--- src/rtl/uart_rtx_pkg.sv ---
`timescale 1ns/1ps
package uart_rtx_pkg;

  // Frame controller phases
  typedef enum logic [1:0] {
    PH_IDLE  = 2'd0,  // nothing queued, line idles high
    PH_PEND  = 2'd1,  // byte loaded, waiting for a prescaler wrap
    PH_START = 2'd2,  // start bit on the line
    PH_DATA  = 2'd3   // data bits shifting out
  } tx_phase_e;

  function automatic logic phase_is_sending(tx_phase_e p);
    return (p == PH_START) || (p == PH_DATA);
  endfunction

endpackage

--- src/rtl/uart_rtx_rst_sync.sv ---
`timescale 1ns/1ps
// Asynchronous assertion, synchronous release of the active-low reset.
module uart_rtx_rst_sync #(
  parameter int STAGES = 2
) (
  input  logic clk,
  input  logic rst_n_in,
  output logic rst_n_out
);

  logic [STAGES-1:0] sync_q;

  always_ff @(posedge clk or negedge rst_n_in) begin
    if (!rst_n_in) begin
      sync_q <= '0;
    end else begin
      sync_q <= {sync_q[STAGES-2:0], 1'b1};
    end
  end

  assign rst_n_out = sync_q[STAGES-1];

endmodule

--- src/rtl/uart_rtx_prescale.sv ---
`timescale 1ns/1ps
// Free-running divide-by-OVS counter advanced by the oversampling tick.
// roll is high in the tick cycle that wraps the counter.
module uart_rtx_prescale #(
  parameter  int OVS   = 16,
  localparam int CNT_W = (OVS > 1) ? $clog2(OVS) : 1
) (
  input  logic             clk,
  input  logic             rst_n,
  input  logic             tick,
  output logic [CNT_W-1:0] cnt_q,
  output logic             roll
);

  localparam logic [CNT_W-1:0] CNT_TOP = CNT_W'(OVS - 1);
  localparam bit               IS_POW2 = ((OVS & (OVS - 1)) == 0);

  logic             at_top;
  logic [CNT_W-1:0] cnt_inc;
  logic [CNT_W-1:0] cnt_d;
  logic             cnt_en;

  assign at_top  = (cnt_q == CNT_TOP);
  assign roll    = tick && at_top;
  assign cnt_inc = cnt_q + CNT_W'(1);
  assign cnt_en  = tick;

  generate
    if (IS_POW2) begin : g_natural_wrap
      // Counter width matches the period, overflow wraps on its own
      assign cnt_d = cnt_inc;
    end else begin : g_compare_wrap
      assign cnt_d = at_top ? '0 : cnt_inc;
    end
  endgenerate

  always_ff @(posedge clk or negedge rst_n) begin
    if (!rst_n) begin
      cnt_q <= '0;
    end else if (cnt_en) begin
      cnt_q <= cnt_d;
    end
  end

endmodule

--- src/rtl/uart_rtx_shreg.sv ---
`timescale 1ns/1ps
// Transmit shift register with a marker bit above the data.
// Shifts toward bit 0 with zeros entering at the top.
module uart_rtx_shreg #(
  parameter  int DATA_W = 8,
  localparam int SR_W   = DATA_W + 1
) (
  input  logic              clk,
  input  logic              rst_n,
  input  logic              load,
  input  logic              shift,
  input  logic [DATA_W-1:0] load_data,
  output logic [SR_W-1:0]   sr_q,
  output logic              out_nxt,
  output logic              last_bit
);

  logic [SR_W-1:0] sr_d;
  logic            sr_en;

  always_comb begin
    sr_d = sr_q;
    if (load) begin
      sr_d = {1'b1, load_data};
    end else if (shift) begin
      sr_d = {1'b0, sr_q[SR_W-1:1]};
    end
  end

  assign sr_en   = load | shift;
  assign out_nxt = sr_d[0];

  // Marker sits directly above the output bit with only zeros above it:
  // the MSB is on the line and one final shift remains.
  assign last_bit = sr_q[1] && (sr_q[SR_W-1:2] == '0);

  always_ff @(posedge clk or negedge rst_n) begin
    if (!rst_n) begin
      sr_q <= '0;
    end else if (sr_en) begin
      sr_q <= sr_d;
    end
  end

endmodule

--- src/rtl/uart_rtx_ctrl.sv ---
`timescale 1ns/1ps
// Frame sequencing: queue on write, start on wrap, shift per wrap, finish on marker.
module uart_rtx_ctrl
  import uart_rtx_pkg::*;
(
  input  logic      clk,
  input  logic      rst_n,
  input  logic      roll,
  input  logic      wr_en,
  input  logic      done_clr,
  input  logic      last_bit,
  output tx_phase_e phase_q,
  output tx_phase_e phase_d,
  output logic      load,
  output logic      shift,
  output logic      done_q
);

  logic done_set;
  logic done_d;
  logic done_en;

  always_comb begin
    phase_d  = phase_q;
    load     = 1'b0;
    shift    = 1'b0;
    done_set = 1'b0;
    case (phase_q)
      PH_IDLE: begin
        if (wr_en) begin
          load    = 1'b1;
          phase_d = PH_PEND;
        end
      end
      PH_PEND: begin
        if (roll) begin
          phase_d = PH_START;
        end
      end
      PH_START: begin
        if (roll) begin
          phase_d = PH_DATA;
        end
      end
      PH_DATA: begin
        if (roll) begin
          shift = 1'b1;
          if (last_bit) begin
            phase_d  = PH_IDLE;
            done_set = 1'b1;
          end
        end
      end
      default: phase_d = PH_IDLE;
    endcase
  end

  // Setting the flag wins over a clear in the same cycle
  always_comb begin
    done_en = done_set | done_clr;
    done_d  = done_set;
  end

  always_ff @(posedge clk or negedge rst_n) begin
    if (!rst_n) begin
      phase_q <= PH_IDLE;
    end else begin
      phase_q <= phase_d;
    end
  end

  always_ff @(posedge clk or negedge rst_n) begin
    if (!rst_n) begin
      done_q <= 1'b0;
    end else if (done_en) begin
      done_q <= done_d;
    end
  end

endmodule

--- src/rtl/uart_rollover_tx.sv ---
`timescale 1ns/1ps
module uart_rollover_tx
  import uart_rtx_pkg::*;
#(
  parameter int DATA_W = 8,
  parameter int OVS    = 16
) (
  input  logic              clk,
  input  logic              rst_n,
  input  logic              baud_tick,
  input  logic              wr_en,
  input  logic [DATA_W-1:0] wr_data,
  input  logic              done_clr,
  output logic              tx_line,
  output logic              tx_done
);

  localparam int CNT_W = (OVS > 1) ? $clog2(OVS) : 1;
  localparam int SR_W  = DATA_W + 1;

  logic             rst_q_n;
  logic [CNT_W-1:0] cnt_q;
  logic             roll;
  tx_phase_e        phase_q;
  tx_phase_e        phase_d;
  logic             load;
  logic             shift;
  logic [SR_W-1:0]  sr_q;
  logic             out_nxt;
  logic             last_bit;
  logic             line_d;

  uart_rtx_rst_sync #(.STAGES(2)) u_rst (
    .clk       (clk),
    .rst_n_in  (rst_n),
    .rst_n_out (rst_q_n)
  );

  uart_rtx_prescale #(.OVS(OVS)) u_pre (
    .clk   (clk),
    .rst_n (rst_q_n),
    .tick  (baud_tick),
    .cnt_q (cnt_q),
    .roll  (roll)
  );

  uart_rtx_shreg #(.DATA_W(DATA_W)) u_sr (
    .clk       (clk),
    .rst_n     (rst_q_n),
    .load      (load),
    .shift     (shift),
    .load_data (wr_data),
    .sr_q      (sr_q),
    .out_nxt   (out_nxt),
    .last_bit  (last_bit)
  );

  uart_rtx_ctrl u_ctrl (
    .clk      (clk),
    .rst_n    (rst_q_n),
    .roll     (roll),
    .wr_en    (wr_en),
    .done_clr (done_clr),
    .last_bit (last_bit),
    .phase_q  (phase_q),
    .phase_d  (phase_d),
    .load     (load),
    .shift    (shift),
    .done_q   (tx_done)
  );

  // Registered line driver, fed from next-state values so that the
  // line moves on the same edge as the phase.
  always_comb begin
    case (phase_d)
      PH_START: line_d = 1'b0;
      PH_DATA:  line_d = out_nxt;
      default:  line_d = 1'b1;
    endcase
  end

  always_ff @(posedge clk or negedge rst_q_n) begin
    if (!rst_q_n) begin
      tx_line <= 1'b1;
    end else begin
      tx_line <= line_d;
    end
  end

endmodule

--- config.mk ---
export PLATFORM = sky130hd
export DESIGN_NAME = uart_rollover_tx
export DESIGN_NICKNAME = d
export VERILOG_FILES = /design/src/rtl/uart_rtx_pkg.sv /design/src/rtl/uart_rtx_rst_sync.sv /design/src/rtl/uart_rtx_prescale.sv /design/src/rtl/uart_rtx_shreg.sv /design/src/rtl/uart_rtx_ctrl.sv /design/src/rtl/uart_rollover_tx.sv
export SDC_FILE = /design/constraint.sdc
export NUM_CORES = 1
export LEC_CHECK = 0
export BUFFER_PORTS_ARGS = -buffer_cell sky130_fd_sc_hd__clkbuf_2
export CORE_AREA = 2 2 62 64
export DETAILED_ROUTE_END_ITERATION = 6
export DIE_AREA = 0 0 64 66
export GPL_TIMING_DRIVEN = 0
export PLACE_DENSITY_LB_ADDON = 0.2
export SLEW_MARGIN = 0
export SYNTH_ARGS = -nofsm -noshare
export SYNTH_HDL_FRONTEND = slang
export SYNTH_SLANG_ARGS = --single-unit
--- constraint.sdc ---
create_clock -name clk -period 0.8 [get_ports clk]
set_input_delay 0.04 -clock clk [delete_from_list [all_inputs] [get_ports clk]]
set_output_delay 0.04 -clock clk [all_outputs]
set_load 0.05 [all_outputs]
# Word level (Yosys, flattened, before mapping)
# Cells that the tools add are included.
dict set report word_totals {
  reg_bits 19
  mem_bits_rw 0
  mem_bits_ro 0
  wordCells 38
  latch_bits 0
  output_inout_bits 2
  memories 0
}
dict set report op_classes {
  bitwise_logic 2
  n_reduce_logical 6
  div_mod_pow 0
  eq_ne 6
  multipliers 0
  muxes 16
  add_sub_neg 1
  n_lt_le_gt_ge 0
  shifts 0
}
# op count
set ops {}
lappend ops {{$mux 9} 2}
lappend ops {{$mux 2} 5}
lappend ops {{$eq 2x2->1 const B} 4}
lappend ops {{$pmux 2 s4} 1}
lappend ops {{$logic_not 7->1} 1}
lappend ops {{$mux 1} 7}
lappend ops {{$add 4x1->4 const B} 1}
lappend ops {{$eq 4x4->1 const B} 1}
lappend ops {{$eq 2x1->1 const B} 1}
lappend ops {{$logic_and 1x1->1} 2}
lappend ops {{$logic_not 2->1} 1}
lappend ops {{$or 1x1->1} 2}
lappend ops {{$pmux 1 s2} 1}
lappend ops {{$reduce_and 2->1} 1}
lappend ops {{$reduce_bool 2->1} 1}

# Depth between registers and ports, before layout
# Gate-level depths: netlist of run 1.
dict set report logic_depth {
  depth_word 7
  mapped_depth 6
  depth_no_buf 4
}

# Hierarchy
# Synthesis of run 1 repeated with hierarchy kept, for this count alone.
dict set report unflattened {
  hier_cells 74
  area_unflattened_um2 835.8
}
# mod n_inst cells_per_inst area_per_inst_um2 seq_area_each_um2
set by_module_without_submodules {}
lappend by_module_without_submodules {uart_rtx_shreg 1 42 435.4 225.2}
lappend by_module_without_submodules {uart_rtx_prescale 1 13 167.7 100.1}
lappend by_module_without_submodules {uart_rtx_ctrl 1 14 142.6 75.1}
lappend by_module_without_submodules {uart_rtx_rst_sync 1 3 53.8 50.0}
lappend by_module_without_submodules {uart_rollover_tx 1 2 36.3 26.3}

# Worst setup path before layout of run 1
# OpenSTA, ideal clock, no wires.
dict set report synth_path {
  kind {flip-flop to flip-flop}
  from {register u_pre.cnt_q[0]}
  to {register u_sr.sr_q[2]}
  arrival_time_ns 1.475
  path_stages_with_launch 7
  setup_time_ns 0.126
  slack_ns -0.801
  n_path_buf 2
  required_ns 0.674
  synth_period_minus_slack_ns 1.601
  cell_sequence {dfrtp_1 -> ha_1 -> and4_1 -> buf_6 -> and2_4 -> buf_6 -> a221o_1}
}
dict set report synth_between {
  elab_chain_cells 6
  elab_cells_between_ends 7
  cone_classes {eq/ne: 1; mux: 2; bitwise: 1; reduce/logical: 3}
}
# item line
set synth_lines {}
lappend synth_lines {{start: declaration} uart_rtx_prescale.sv:11} ;# output logic [CNT_W-1:0] cnt_q,
lappend synth_lines {{start signal: assignment} uart_rtx_prescale.sv:41} ;# cnt_q <= cnt_d;
lappend synth_lines {{$eq 4x4->1 *} uart_rtx_prescale.sv:23} ;# assign at_top = (cnt_q == CNT_TOP);
lappend synth_lines {{$logic_and 1x1->1 *} uart_rtx_prescale.sv:24} ;# assign roll = tick && at_top;
lappend synth_lines {{$mux 1 *} uart_rtx_ctrl.sv:46} ;# if (roll) begin
lappend synth_lines {{$mux 1 *} uart_rtx_ctrl.sv:28} ;# case (phase_q)
lappend synth_lines {{$reduce_bool 2->1 (no source line) or $or 1x1->1 (tied branches)} n/a}
lappend synth_lines {{$reduce_and 2->1 (no source line) *} n/a}
lappend synth_lines {{end signal: assignment} uart_rtx_shreg.sv:41} ;# sr_q <= sr_d;
lappend synth_lines {{end: declaration} uart_rtx_shreg.sv:13} ;# output logic [SR_W-1:0] sr_q,
# Every way passes the cells marked *; elsewhere a longest branch is shown, timed or not.
# A chain may end at the register's enable or synchronous reset.

# Worst setup path in the final report of run 1
dict set report layout_path {
  from {register u_pre.cnt_q[1]}
  to {register u_ctrl.phase_q[0]}
}
dict set report layout_between {
  elab_chain_cells 4
  elab_cells_between_ends 6
  cone_classes {eq/ne: 1; mux: 4; reduce/logical: 1}
}
# item line
set layout_lines {}
lappend layout_lines {{$eq 4x4->1 *} uart_rtx_prescale.sv:23}
lappend layout_lines {{$logic_and 1x1->1 *} uart_rtx_prescale.sv:24}
lappend layout_lines {{$mux 2 (on tied branches)} {uart_rtx_ctrl.sv:46, uart_rtx_ctrl.sv:36, uart_rtx_ctrl.sv:41}}
lappend layout_lines {{$pmux 2 s4 *} uart_rtx_ctrl.sv:28}
lappend layout_lines {{via phase_d[0]} uart_rollover_tx.sv:25} ;# tx_phase_e phase_d;
lappend layout_lines {{end signal: assignment} uart_rtx_ctrl.sv:68} ;# phase_q <= phase_d;
lappend layout_lines {{end: declaration} uart_rtx_ctrl.sv:12} ;# output tx_phase_e phase_q,
# The timed path passes the listed nets; every way through them passes the cells marked *.

==> results.ini, run 1 <==
[setup_path]
reg2reg_to = u_ctrl.phase_q[0]
rr_worst_depth = 5
worstSetupPathType = flip-flop to flip-flop
cpMaxStageDelayCell = dfrtp_1
path_max_fanout = 6
cp.required_ps = 990
cpPeakStageDelay_ps = 400
critPathLaunch = u_pre.cnt_q[1]
crit_family = flip-flops
rrSetupSlack_ps = -620
critPathCapture = u_ctrl.phase_q[0]
start_kind = flip-flop
crit_chain = ha_2 > and4_4 > buf_6 > mux2_4 > o22a_1
crit_cells = 5
path_buf_inv = 1
cp.arrival_ps = 1610
end_kind = flip-flop
r2r_start = u_pre.cnt_q[1]

[power]
power_density_nw_per_um2 = 3050
p_leak_nw = 0.549
ir_drop_uv = 997
total_power_mw = 3.77

[die]
dieArea_um2 = 4220
initial_core_util_pct = 24.4
fp.dieH_um = 66
ios = 15
rows = 22
core_area_um2 = 3550
die_w_um = 64

[clock_network]
clk_pin_slew_ps = 110
clock_latency_ps = 290
cts-root-buf = clkbuf_4
htree_num_levels = 1
cts_buffers = 3
cts_buffer_depth = 2
cts_tree = built
numClockSinks = 19

[timing]
fmax_ghz = 0.703
hold_viol = 0
finClkSkew_ps = 3.37
slew_viol_final = 0
finalSetupViolations = 18
fin_crit_ps = 1420
rsz0062_at_grt = yes
finalWorstSetupSlack_ps = -622
post-route-period-util_pct = 178

[grt]
grt_usage_pct = 8.92
grt_pass1_vias = 638
grt-ovfl-total = 0
antenna_found_initial = 0
grt_pass1_wl_um = 2900
grt_max_degree = 18

[synthesis]
ys_types = 31
synth-simple-area-share_pct = 15.3
synthArstFlopShare_pct = 100
synth_edf_count = 0
yosys.area_share.xor_xnor_pct = 3.03
netlist_area_um2 = 866
synth_compound_area_share_pct = 15.2
syn_nets = 85
syn_area_per_cell_um2 = 12.2
ys.flop_type = dfrtp_1
ys_warn_count = 0
ys_ff_latch = 19
synth_top_family_by_area = simple AND/OR/NAND/NOR gates
syn_inst = 71
yosysSeqAreaShare_pct = 55.1
synth_fa_ha_area_share_pct = 1.45
synth_mux_area_share_pct = 5.06

[cells_and_area]
diodes = 0
seqCellArea_um2 = 478
final_util_pct = 34.8
drive_gt1_share_pct = 45.0
layout.cells.non_filler = 148
nets = 115
multiInputGateArea_um2 = 434
fillers = 369
area_delta_synth_final_pct = 42.8

[place]
dp_hpwl_um = 1170
place.gp.congestion = 0.674
dp_slack_ps = -841
portBuffers = 14
dp.cells = 133

[drt]
ant_nets = 0
viasPerCell = 4.36
vias = 645
wl_um = 1700
drt_pass1_iterations = 6
drc = 0
dr.first_iter.drc_count = 8
wl_per_cell_um = 11.5

[run_status]
outcome = finished with violations
violations = negative setup slack

[job]
max-cap-violations = 0

[min_path]
hold_path.class = input pin to asynchronous set/reset pin

area by class of cell:
type                    instances  area share [%]
flip-flops and latches         19            38.7
multi-input cells              46            35.1
repair buffers                 27            17.1
well taps                      48            4.86
clock buffers                   4            2.13
plain buffers                   2            1.52
inverters                       2           0.607
Yosys cell counts (2+ instances only):
master	n	area share, %
and2_4	2	2.0
buf_6	2	2.6
a221o_1	7	8.1
inv_1	2	0.87
nand2_1	6	2.6
xnor2_1	2	2.0
and2_1	7	5.1
dfrtp_1	18	52
mux2_2	3	3.9
worst min path at each step:
| stage | end | slack (ps) | start |
|---|---|---|---|
| 6_report | u_rst.sync_q[1] | 40 | rst_n |
| 4_1_cts | u_rst.sync_q[1] | 30 | rst_n |
| 3_5_place_dp | u_rst.sync_q[0] | -170 | rst_n |
| 5_1_grt | u_rst.sync_q[1] | 40 | rst_n |
| 2_1_floorplan | u_rst.sync_q[0] | -260 | rst_n |
| 3_3_place_gp | u_rst.sync_q[0] | -170 | rst_n |
routing by layer:
layer	track usage, %	vias up	routed length [µm]
met2	14.8	9	807
met5	0	-	0
met3	2.21	2	56
met4	3.26	0	12
li1	-	315	-
met1	11.2	319	819
metrics by stage:
stage	cell area (µm²)	setup TNS [ps]	hold WS, ps
6_report	1240	-7870	41.2
5_1_grt	1240	-8740	43.3
4_1_cts	1200	-7730	31.1
3_5_place_dp	998	-9540	-173
3_3_place_gp	998	-9460	-175
2_1_floorplan	868	-7830	-256
report_power, final:
group          internal [mW]  leakage [nW]  total (mW)  switching [mW]
logic                  0.919         0.310        1.54           0.619
clock network          0.194        0.0150       0.479           0.286
registers               1.36         0.225        1.76           0.395
sequential cells by signal (all words and copies together), names as in the netlist:
signal,count
u_pre.cnt_q,4
u_rst.sync_q,2
u_sr.sr_q,9
u_ctrl.done_q,1
tx_line,1
u_ctrl.phase_q,2
cells by family after synthesis:
group,Yosys count
buf+inv,6
simple gates,22
mux,4
fa+ha+maj,1
flops,19
other cells,1
compound gates,15
xor+xnor,3
repair_timing:
item / in CTS / in global routing
pin swaps: 8 / 4
buffers inserted: 7 / 3
endpoints found under the hold margin: 5 / 0
hold buffers: 4 / 0
endpoints found under the setup margin: 33 / 18
resized for setup: 24 / 4
cell usage in the layout, fill, tap and decap left out, types with 2 or more instances in the layout:
cell type,instances
nand2_4,2
mux2_4,2
xnor2_1,2
dfrtp_1,17
nand2_1,4
and2_4,2
dlygate4sd3_1,4
a221o_1,7
clkbuf_2,12
inv_1,2
buf_4,8
and2_1,7
clkbuf_4,3
Note: power is estimated with default switching activity, not from simulation.
==> run 2, diff against run 1 <==
--- a/config.mk
+++ b/config.mk
@@ -6,9 +6,9 @@
 export NUM_CORES = 1
 export LEC_CHECK = 0
 export BUFFER_PORTS_ARGS = -buffer_cell sky130_fd_sc_hd__clkbuf_2
-export CORE_AREA = 2 2 62 64
+export CORE_AREA = 2 2 46 48
 export DETAILED_ROUTE_END_ITERATION = 6
-export DIE_AREA = 0 0 64 66
+export DIE_AREA = 0 0 48 50
 export GPL_TIMING_DRIVEN = 0
 export PLACE_DENSITY_LB_ADDON = 0.2
 export SLEW_MARGIN = 0
==> results.ini, run 2 (same netlist as run 1, synthesis figures left out) <==
[run_status]
outcome = finished with violations
violations = negative setup slack

[drt]
drt_pass1_iterations = 4
wl_per_cell_um = 12.7
drc = 0
vias = 625
viasPerCell = 5.04
wl_um = 1570
dr.first_iter.drc_count = 9
ant_nets = 0

[cells_and_area]
largest_registers = u_sr.sr_q (9), u_pre.cnt_q (4)
area_delta_synth_final_pct = 33.1
final_common_cell = dfrtp_1
nets = 112
diodes = 0
largest_register_ffs = 9
final_cell_mix = 17 x dfrtp_1, 12 x clkbuf_2, 7 x and2_1, 7 x a221o_1, 5 x buf_4
final_util_pct = 60.6
drive_gt1_share_pct = 44.3
regMostFlops = u_sr.sr_q

[setup_path]
worstSetupPathType = flip-flop to flip-flop
cp.arrival_ps = 1610
end_kind = flip-flop
cp.required_ps = 1000
path_max_fanout = 4
start_kind = flip-flop

[timing]
finClkSkew_ps = 6.43
rsz0062_at_grt = yes
fmax_ghz = 0.710
finalWorstSetupSlack_ps = -609
slew_viol_final = 0
totalNegativeSetupSlack_ps = -7780
post-route-period-util_pct = 176
fin_crit_ps = 1410
hold_viol = 0
finalSetupViolations = 19

[die]
die_w_um = 48
initial_core_util_pct = 45.5
dieArea_um2 = 2400
core_area_um2 = 1900
ios = 15
rows = 16
fp.dieH_um = 50

[clock_network]
htree_num_levels = 1
numClockSinks = 19
cts_tree = built
cts-root-buf = clkbuf_4
cts_buffers = 3
clk_pin_slew_ps = 120
cts_buffer_depth = 2
clock_latency_ps = 300

[power]
pwr-share-clk_pct = 13.3
p_switching_mw = 1.29
p_comb_share_pct = 39.9
p_leak_nw = 0.506
swShare_pct = 34.5
internal-power_mw = 2.45
seq_power_share_pct = 46.8
power_density_nw_per_um2 = 3240
ir_drop_uv = 1740

[job]
max-cap-violations = 0

[place]
dp_hpwl_um = 1050
portBuffers = 14
place.gp.congestion = 0.754

[grt]
met2_usage_pct = 23.1
grt_pass1_vias = 604
grt_max_degree = 18
grt-ovfl-total = 0
antenna_found_initial = 0
grt_pass1_wl_um = 2620
grt_usage_pct = 15.3
grt-busiest-layer = met2
use_met3_pct = 3.30
use_met1_pct = 21.8

[min_path]
hold_path.class = input pin to asynchronous set/reset pin

## run 2: metrics by stage
step	setup slack [ps]	hold WS, ps	area [µm²]	std cells	total power [mW]
floorplan	-688	-256	868	71	2.50
global placement	-819	-175	972	112	2.72
finish	-609	39.4	1150	124	3.74
CTS	-731	-2.90	1120	124	3.59
detailed placement	-841	-173	972	112	2.76
global route	-656	31.6	1150	124	4.00
## run 2: final timing paths
path / from / end / slack (ps) / depth (start not counted)
setup / recovery: u_pre.cnt_q[1] / u_ctrl.phase_q[0] / -610 / 5
hold / removal: rst_n / u_rst.sync_q[1] / 40 / 2
setup reg to reg: u_pre.cnt_q[1] / u_ctrl.phase_q[0] / -610 / 5
hold reg to reg: u_rst.sync_q[1] / u_pre.cnt_q[0] / 190 / 0
max in group asynchronous: u_rst.sync_q[1] / tx_line / 300 / 0
min in group clk: wr_data[7] / u_sr.sr_q[7] / 40 / 3
## run 2: critical path, cell delays in order, from the launching register on
cell	delay [ps]
dfrtp_1	430
ha_4	170
and4_4	160
buf_6	120
mux2_4	250
o22a_1	190
## run 2: repair_timing
| item | in CTS | in global routing |
|---|---|---|
| hold buffers | 3 | 0 |
| gates resized for setup | 13 | 12 |
| buffers inserted | 6 | 1 |
| pin swaps | 4 | 4 |
| setup endpoints to repair | 17 | 36 |
| endpoints found under the hold margin | 5 | 0 |
## run 2: power groups by stage
stage / logic (mW) / clock network (mW) / registers, mW
after floorplan: 0.806 / 0 / 1.69
after global placement: 1.04 / 0 / 1.67
after detailed placement: 1.07 / 0 / 1.68
after CTS: 1.38 / 0.515 / 1.69
after global routing: 1.64 / 0.564 / 1.80
final: 1.49 / 0.498 / 1.75
## run 2: per-layer routing
metal,part of all wire (%),vias up
met5,0,-
met4,0,0
met3,2.2,0
met2,50,8
met1,48,308
li1,-,309
## run 2: cell type report
cell class | count | area, µm²
fillers | 171 | 749
clock buffers | 3 | 22.5
inverters | 2 | 7.51
multi-input cells | 46 | 410
flip-flops and latches | 19 | 478
well taps | 27 | 33.8
clock inverters | 1 | 7.51
plain buffers | 2 | 12.5
repair buffers | 24 | 180
==> run 3, diff against run 2 <==
==> constraint.sdc (replaced) <==
create_clock -name clk -period 0.8 [get_ports clk]
set_input_delay 0.04 -clock clk [delete_from_list [all_inputs] [get_ports clk]]
set_output_delay 0.04 -clock clk [all_outputs]
set_load 0.1 [all_outputs]
==> results.ini, run 3 (same netlist as run 1, synthesis figures left out) <==
[run_status]
outcome = finished with violations
violations = negative setup slack

[timing]
fin_crit_ps = 1460
hold_viol = 0
finalSetupViolations = 19
timing.hold.ws_ps = 16.4
finalWorstSetupSlack_ps = -660
slew_viol_final = 0
rsz0062_at_grt = yes
post-route-period-util_pct = 182
totalNegativeSetupSlack_ps = -9020
fmax_ghz = 0.685
finClkSkew_ps = 3.72

[drt]
drt_pass1_iterations = 3
vias = 635
drc = 0
dr.first_iter.drc_count = 5
ant_nets = 0
wl_um = 1610
wl_per_cell_um = 13.1
viasPerCell = 5.16

[power]
p_switching_mw = 1.33
total_power_mw = 3.81
internal-power_mw = 2.47
power_density_nw_per_um2 = 3270
p_leak_nw = 0.511
swShare_pct = 35.0
ir_drop_uv = 1620
p_comb_share_pct = 42.1
pwr-share-clk_pct = 12.2
seq_power_share_pct = 45.7

[grt]
grt_pass1_wl_um = 2660
grt-ovfl-total = 0
grt_usage_pct = 15.6
grt_max_degree = 18
grt_pass1_vias = 631
antenna_found_initial = 0

[place]
dp.cells = 112
dp_slack_ps = -851
portBuffers = 14
placed_area_um2 = 977
place.gp.congestion = 0.708

[setup_path]
reg2reg_to = u_sr.sr_q[4]
path_max_fanout = 8
end_kind = flip-flop
rr_worst_depth = 5
r2r_start = u_pre.cnt_q[0]
worstSetupPathType = flip-flop to flip-flop
cp.required_ps = 980
cp.arrival_ps = 1640
critPathLaunch = u_pre.cnt_q[0]
start_kind = flip-flop
critPathCapture = u_sr.sr_q[4]
rrSetupSlack_ps = -660

[clock_network]
cts_buffer_depth = 2
clock_latency_ps = 290
cts_buffers = 3
htree_num_levels = 1
cts_tree = built
cts-root-buf = clkbuf_4
clk_pin_slew_ps = 100
numClockSinks = 19

[die]
ios = 15
initial_core_util_pct = 45.5
die_w_um = 48
rows = 16
fp.dieH_um = 50
core_area_um2 = 1900
dieArea_um2 = 2400

[cells_and_area]
fillers = 155
area_delta_synth_final_pct = 34.5
seqCellArea_um2 = 483
diodes = 0
drive_gt1_share_pct = 42.7
nets = 111
multiInputGateArea_um2 = 413
regMostFlops = u_sr.sr_q
final_area_um2 = 1160
largest_registers = u_sr.sr_q (9), u_pre.cnt_q (4)
final_util_pct = 61.3
final_common_cell = dfrtp_1
layout.cells.non_filler = 123
largest_register_ffs = 9
final_cell_mix = 16 x dfrtp_1, 12 x clkbuf_2, 7 x and2_1, 7 x a221o_1

[job]
max-cap-violations = 0

[min_path]
hold_path.class = input pin to flip-flop

==> run 3: cell types whose count changed in the layout (fill, tap and decap cells not counted), sizes merged <==
cell,change
buf,-3
clkbuf,+3
clkinvlp,-1
==> run 3: routing by layer <==
| metal | share of wire (%) | track usage, % | vias up |
|---|---|---|---|
| met1 | 46 | 20.0 | 308 |
| met4 | 1.6 | 6.76 | 0 |
| met3 | 1.9 | 2.20 | 4 |
| met5 | 0 | 0 | - |
| li1 | - | - | 314 |
| met2 | 50 | 25.1 | 9 |
==> run 3: worst min-delay path by stage <==
stage | cells after the start | from | to
3_5_place_dp | 1 | rst_n | u_rst.sync_q[0]
5_1_grt | 2 | baud_tick | u_pre.cnt_q[0]
6_report | 2 | baud_tick | u_pre.cnt_q[0]
2_1_floorplan | 0 | rst_n | u_rst.sync_q[0]
3_3_place_gp | 1 | rst_n | u_rst.sync_q[0]
4_1_cts | 2 | baud_tick | u_pre.cnt_q[0]
==> run 3: critical path: stages (launching register included) <==
cell     delay (ps)
dfrtp_1         430
ha_4            170
and4_1          150
buf_6           130
and2_4          160
a221o_1         310
==> run 3: area by class of cell <==
cell class | count | share of cell area (%)
Multi-Input combinational cell | 46 | 35.4
Sequential cell | 19 | 41.5
Buffer | 3 | 2.04
Clock buffer | 4 | 2.26
Timing Repair Buffer | 22 | 15.3
Inverter | 2 | 0.644
Tap cell | 27 | 2.90
==> run 3: power by group through the flow <==
stage / registers, mW / logic, mW / clock network [mW]
after floorplan: 1.81 / 0.806 / 0
after global placement: 1.69 / 1.14 / 0
after detailed placement: 1.69 / 1.19 / 0
after CTS: 1.71 / 1.57 / 0.481
after global routing: 1.80 / 1.72 / 0.520
final: 1.74 / 1.60 / 0.462
==> run 3: repair_timing <==
| item | CTS | global route |
|---|---|---|
| gates resized for setup | 16 | 4 |
| cloned | 0 | 0 |
| pin swaps | 4 | 3 |
| setup endpoints to repair | 18 | 19 |
| buffers inserted | 5 | 1 |
| hold buffers | 3 | 0 |
| hold endpoints to repair | 5 | 0 |
